==> src/rtl/zc_pkg.sv <==
package zc_pkg;

    typedef enum logic [1:0] {
        DIR_EITHER = 2'd0,
        DIR_RISE   = 2'd1,
        DIR_FALL   = 2'd2,
        DIR_ALT    = 2'd3
    } dir_mode_e;

    typedef struct packed {
        logic accept;
        logic new_neg;
    } flip_evt_t;

    // A new polarity fires the pulse under the given mode.
    // new_neg = 0 means a rising change (negative to non-negative).
    function automatic logic fire_on(input dir_mode_e mode, input logic new_neg);
        case (mode)
            DIR_RISE: return !new_neg;
            DIR_FALL: return new_neg;
            default:  return 1'b1;
        endcase
    endfunction

endpackage

==> src/rtl/zc_sign_slicer.sv <==
module zc_sign_slicer #(
    parameter int SAMPLE_W = 16
) (
    input  logic signed [SAMPLE_W-1:0] smp,
    output logic                       neg
);
    // Zero lands on the non-negative side.
    assign neg = smp[SAMPLE_W-1];
endmodule

==> src/rtl/zc_debounce.sv <==
module zc_debounce #(
    parameter int CNT_W = 8
) (
    input  logic             clk,
    input  logic             rst,
    input  logic             vld,
    input  logic             raw_neg,
    input  logic [CNT_W-1:0] len,
    output zc_pkg::flip_evt_t evt,
    output logic             pol
);
    import zc_pkg::*;

    logic             primed_q;
    logic             pol_q;
    logic [CNT_W-1:0] run_q;
    logic [CNT_W:0]   need;
    logic [CNT_W:0]   run_nxt;

    assign need    = (len == '0) ? {{CNT_W{1'b0}}, 1'b1} : {1'b0, len};
    assign run_nxt = {1'b0, run_q} + 1'b1;

    always_comb begin
        evt.accept  = vld && primed_q && (raw_neg != pol_q) && (run_nxt >= need);
        evt.new_neg = raw_neg;
    end

    always_ff @(posedge clk) begin
        if (rst) begin
            primed_q <= 1'b0;
            pol_q    <= 1'b0;
            run_q    <= '0;
        end else if (vld) begin
            if (!primed_q) begin
                primed_q <= 1'b1;
                pol_q    <= raw_neg;
                run_q    <= '0;
            end else if (raw_neg == pol_q) begin
                run_q <= '0;
            end else if (evt.accept) begin
                pol_q <= raw_neg;
                run_q <= '0;
            end else begin
                run_q <= run_nxt[CNT_W-1:0];
            end
        end
    end

    assign pol = pol_q;
endmodule

==> src/rtl/zc_edge_gate.sv <==
module zc_edge_gate (
    input  logic              clk,
    input  logic              rst,
    input  zc_pkg::flip_evt_t evt,
    input  logic [1:0]        dir,
    output logic              upd
);
    import zc_pkg::*;

    dir_mode_e mode;
    logic      upd_q;

    assign mode = dir_mode_e'(dir);

    always_ff @(posedge clk) begin
        if (rst) upd_q <= 1'b0;
        else     upd_q <= evt.accept && fire_on(mode, evt.new_neg);
    end

    assign upd = upd_q;
endmodule

==> src/rtl/zero_cross_detect.sv <==
module zero_cross_detect #(
    parameter int SAMPLE_W = 16,
    parameter int CNT_W    = 8
) (
    input  logic                       clk,
    input  logic                       rst,
    input  logic                       smp_vld_i,
    input  logic signed [SAMPLE_W-1:0] smp_i,
    input  logic [1:0]                 dir_i,
    input  logic [CNT_W-1:0]           dbn_len_i,
    output logic                       upd_o,
    output logic                       pol_o
);
    import zc_pkg::*;

    logic      raw_neg;
    flip_evt_t evt;

    zc_sign_slicer #(.SAMPLE_W(SAMPLE_W)) u_slice (
        .smp (smp_i),
        .neg (raw_neg)
    );

    zc_debounce #(.CNT_W(CNT_W)) u_dbn (
        .clk     (clk),
        .rst     (rst),
        .vld     (smp_vld_i),
        .raw_neg (raw_neg),
        .len     (dbn_len_i),
        .evt     (evt),
        .pol     (pol_o)
    );

    zc_edge_gate u_gate (
        .clk (clk),
        .rst (rst),
        .evt (evt),
        .dir (dir_i),
        .upd (upd_o)
    );
endmodule

==> config.mk <==
export PLATFORM = sky130hd
export DESIGN_NAME = zero_cross_detect
export DESIGN_NICKNAME = d
export VERILOG_FILES = /design/src/rtl/zc_pkg.sv /design/src/rtl/zc_sign_slicer.sv /design/src/rtl/zc_debounce.sv /design/src/rtl/zc_edge_gate.sv /design/src/rtl/zero_cross_detect.sv
export SDC_FILE = /design/constraint.sdc
export NUM_CORES = 1
export LEC_CHECK = 0
export BUFFER_PORTS_ARGS = -buffer_cell sky130_fd_sc_hd__buf_2
export CAP_MARGIN = 20
export CORE_AREA = 2 2 46 48
export DETAILED_ROUTE_END_ITERATION = 16
export DIE_AREA = 0 0 48 50
export HOLD_SLACK_MARGIN = 0.03
export PLACE_DENSITY = 0.81
export SKIP_LAST_GASP = 1
export SYNTH_ARGS = -nofsm -noshare
export SYNTH_HDL_FRONTEND = slang
export SYNTH_HIERARCHICAL = 1
export SYNTH_SLANG_ARGS = --single-unit
==> constraint.sdc <==
create_clock -name clk -period 3.9 [get_ports clk]
set_clock_uncertainty 0.2 [all_clocks]
set_input_delay 0.39 -clock clk [delete_from_list [all_inputs] [get_ports clk]]
set_output_delay 0.39 -clock clk [all_outputs]
set_load 0.02 [all_outputs]
Word-level counts from Yosys, hierarchy flattened
Cells that the tools add are included.

Add/sub/neg operators: 1. Reductions and logical operators: 7. Muxes and demuxes: 9. Equality and inequality tests: 6. Order comparisons: 1.

Operator list (number): two-way mux 8 bit (4); adder 8 x 1 -> 9 bit, second input constant (1); greater-or-equal comparator 9 bit (1); logical NOT 8 bit (1); logical AND 1 bit (4); two-way mux 1 bit (4); AND reduction 3 bit (1); == test 2 x 1 -> 1 bit, second input constant (1); == test 2 bit, second input constant (1); != test 2 x 1 -> 1 bit, second input constant (1); != test 2 bit, second input constant (1); one-hot mux 1 bit (2 select lines) (1); == test 1 bit (1); logical NOT 1 bit (1); != test 1 bit (1).

Input bits: 29. Output and inout port bits: 2. Word-level logic and storage cells: 28. Register bits: 11.

Logic depth before layout (Yosys ltp)
Depth in word-level cells: 7. Depth in mapped cells: 11. Depth with buffers taken out: 11.

By module
The synthesis kept the hierarchy.

Modules (own cells, without submodules): zc_debounce (area an instance 764.5 um2, sequential area each 200.2 um2, cells an instance 89, times used 1); zc_edge_gate (area an instance 77.6 um2, sequential area each 20.0 um2, cells an instance 9, times used 1); zc_sign_slicer (area an instance 7.5 um2, sequential area each 0.0 um2, cells an instance 1, times used 1).

Worst setup path before layout
No wires, ideal clock.

Path type: register -> register. Start point: reg u_dbn.run_q[2]. End point: reg u_dbn.pol_q, in the netlist u_dbn/pol. Data required time: 3.569 ns. Stages on the path, launching flop included: 11. Path buffers: 0. Path slack: 1.036 ns. Arrival: 2.534 ns. Library setup time: 0.131 ns. Period minus slack after synthesis: 2.864 ns. Cell sequence: dfxtp_1 -> nand4_1 -> or2_2 -> and2_1 -> or2_2 -> ha_1 -> and3_1 -> a221o_1 -> a2111oi_4 -> nand3b_1 -> a21oi_2.

Word-level cells in the longest chain between the ends: 5.

RTL lines: start: declaration (line zc_debounce.sv:16) `logic [CNT_W-1:0] run_q;`; start signal: assignment (line zc_debounce.sv:44) `run_q <= run_nxt[CNT_W-1:0];`; adder 8 x 1 -> 9 bit (line zc_debounce.sv:21) `assign run_nxt = {1'b0, run_q} + 1'b1;`; greater-or-equal comparator 9 bit (line zc_debounce.sv:24) `evt.accept = vld && primed_q && (raw_neg != pol_q) && (run_nxt >= need);`; logical AND 1 bit (line zc_debounce.sv:24); != test 2 x 1 -> 1 bit (no source line); AND reduction 3 bit (no source line); end signal: assignment (line zc_debounce.sv:36) `pol_q <= raw_neg;`; end signal: assignment (line zc_debounce.sv:41) `pol_q <= raw_neg;`; end: declaration (line zc_debounce.sv:15) `logic pol_q;`.

Every way passes these cells. A chain may end at the register's enable or synchronous reset.

Final worst setup path
Start point: reg u_dbn.run_q[0]. End point: reg u_dbn.pol_q, in the netlist u_dbn/pol.

Same word-level chain as after synthesis.

==> results.yml <==
drt:
  vias_per_cell: 5.19
  route.detailed.drc: 0
  num_vias: 737
  wl_um: 1540
  dr.pass1.iters: 4
  ant_nets: 0
  drtIter0Drc: 13
  wl_per_cell_um: 10.8
clock_tree:
  hold_buffers: 0
  clock_latency_ps: 260
  clock-root-buffer: "clkbuf_4"
  cts_buffers: 3
  post_cts_buffers: 0
  path_clk_slew_ps: 70
  clock-sinks: 11
  clockBufferDepth: 2
  cts-resized-gates: 0
  tritoncts: "done"
  cts_max_level: 1
worst_setup_path:
  cp-end-kind: "flip-flop"
  crit_type: "reg2reg"
  crit_arrival_ps: 3010
  cp_data_required_time_ps: 3850
  cp_max_fo: 6
  startpoint_type: "flip-flop"
sta:
  final.min_clock_period_ps: 3060
  hold_viol_final: 0
  rsz0062_at_grt: "no"
  slew_violations: 0
  worstMarginPinSlew_ps: 401
  setup_viol: 0
  finalSetupTns_ps: 0
  fmax_mhz: 327
  period_share: 0.785
  relSlewSlack: 0.731
yosys:
  netlist.area_leader.share: 0.259
  synthDistinctLibCells: 35
  synth_edf_count: 0
  ys_ff_latch: 11
  syn_area_um2: 850
  synth_area_leaders: "dfxtp_1, ha_1, a32oi_1, inv_1, a21oi_1"
  synth_ff_type: "dfxtp_1"
  async_flop_share: 0
  synth_top_area_cell: "dfxtp_1"
  syn_inst: 99
  avgSynthCellArea_um2: 8.58
  yosys_warnings: 6
  ys_seq_area_frac: 0.259
  synth.net_count: 139
power:
  p_int_uw: 167
  p_sw_frac: 0.250
  power.share.clock: 0.339
  power_frac_seq: 0.518
  power.leakage_nw: 0.470
  p_switching_uw: 55.8
  vdd_drop_max_uv: 115
  power_uw: 223
  comb_power_share: 0.143
  pwr_density_cell_nw_per_um2: 231
placed_design:
  port_buffers: 15
  dp_hpwl_um: 1250
  place_inst: 138
  routabilityCongestion: 0.752
layout:
  fillCellCount: 178
  drive_gt1_frac: 0.235
  diodes: 0
  fin_nets: 156
  instances_no_fill: 142
  final_common_cell: "buf_2"
  syn_to_final_growth_pct: 13.7
  final_cell_mix: "buf_2, inv_1, ha_1, dfxtp_1, nor2_1"
die:
  io_pins: 31
  coreArea_um2: 1900
  fp-row-count: 16
  die_h_um: 50
  die_area_um2: 2400
  fp.dieW_um: 48
  initial_core_util: 0.447
grt:
  grt_pass1_vias: 671
  grt_use_total: 0.145
  grt_overflow_total: 0
  grt_max_degree: 12
  antenna_found_initial: 0
  grt_pass1_wl_um: 2510
run:
  maxCapViolCount: 0
status:
  run_status: "complete, no violations"
min_path:
  hold_class: "in2reg"
## flip-flops by register name, indices dropped and copies added, names as in the netlist
name,cells
u_gate/upd,1
u_dbn/primed_q,1
u_dbn/run_q,8
u_dbn/pol,1
## cells in the mapped netlist, types with 2 or more instances
| library cell | n |
|---|---|
| buf_4 | 2 |
| dfxtp_1 | 11 |
| a21o_1 | 2 |
| or2_2 | 2 |
| a21oi_1 | 6 |
| nand2_1 | 5 |
| inv_1 | 13 |
| xor2_1 | 3 |
| nand3b_1 | 2 |
| xnor2_1 | 3 |
| nand3_1 | 3 |
| nor2_1 | 7 |
| a21oi_2 | 2 |
| a32oi_1 | 6 |
| ha_1 | 11 |
| and3_1 | 2 |
## per-stage QoR
step | setup slack (ps) | util | cell area, um^2 | hold WS [ps]
2_1_floorplan | 1040 | - | 850 | 288
6_report | 838 | 0.508 | 966 | 209
3_3_place_gp | 887 | 0.494 | 940 | 281
4_1_cts | 824 | 0.508 | 966 | 205
3_5_place_dp | 859 | 0.494 | 940 | 289
5_1_grt | 645 | 0.508 | 966 | 218
## critical path, stage by stage (launching register included)
cell,delay [ps]
dfxtp_1,420
ha_1,230
nand3_2,120
or3_1,350
xnor2_1,220
ha_1,280
and3_1,180
a221o_1,400
a2111oi_4,330
nand3b_1,170
a21oi_2,50
## cell families after synthesis
| logic type | count (synthesis) | share of synthesized area |
|---|---|---|
| xor+xnor | 6 | 0.0619 |
| fa+ha+maj | 11 | 0.162 |
| simple gates | 31 | 0.205 |
| flops | 11 | 0.259 |
| buf+inv | 17 | 0.0839 |
| mux | 1 | 0.0118 |
| compound gates | 22 | 0.216 |
## power groups by stage
stage	clock (mW)	sequential [mW]	combinational, mW
CTS	0.0790	0.116	0.0322
global route	0.0848	0.116	0.0365
global placement	0	0.118	0.0308
detailed placement	0	0.118	0.0319
floorplan	0	0.119	0.0209
finish	0.0755	0.116	0.0320
## final cells by class
type	instances	area, um^2	share of cell area
Multi-Input combinational cell	71	558	0.578
Sequential cell	11	220	0.228
Timing Repair Buffer	15	75.1	0.0777
Inverter	14	52.6	0.0544
Tap cell	27	33.8	0.0350
Clock buffer	4	26.3	0.0272
## layer usage
| layer | GRT usage | up-vias | wire [um] | part of all wire |
|---|---|---|---|---|
| met3 | 0.0110 | 2 | 52 | 0.034 |
| met1 | 0.171 | 335 | 738 | 0.48 |
| met5 | 0 | - | 0 | 0 |
| li1 | - | 382 | - | - |
| met2 | 0.231 | 18 | 717 | 0.47 |
| met4 | 0.108 | 0 | 27 | 0.018 |
## worst paths after layout
check	start	end	slack, ps	cells past startpoint
setup / recovery	u_dbn/run_q[0]	u_dbn/pol	840	10
hold / removal	rst	u_dbn/pol	210	2
setup reg to reg	u_dbn/run_q[0]	u_dbn/pol	840	10
hold reg to reg	u_dbn/pol	u_dbn/pol	290	2
Note: power is estimated with default switching activity, not from simulation.
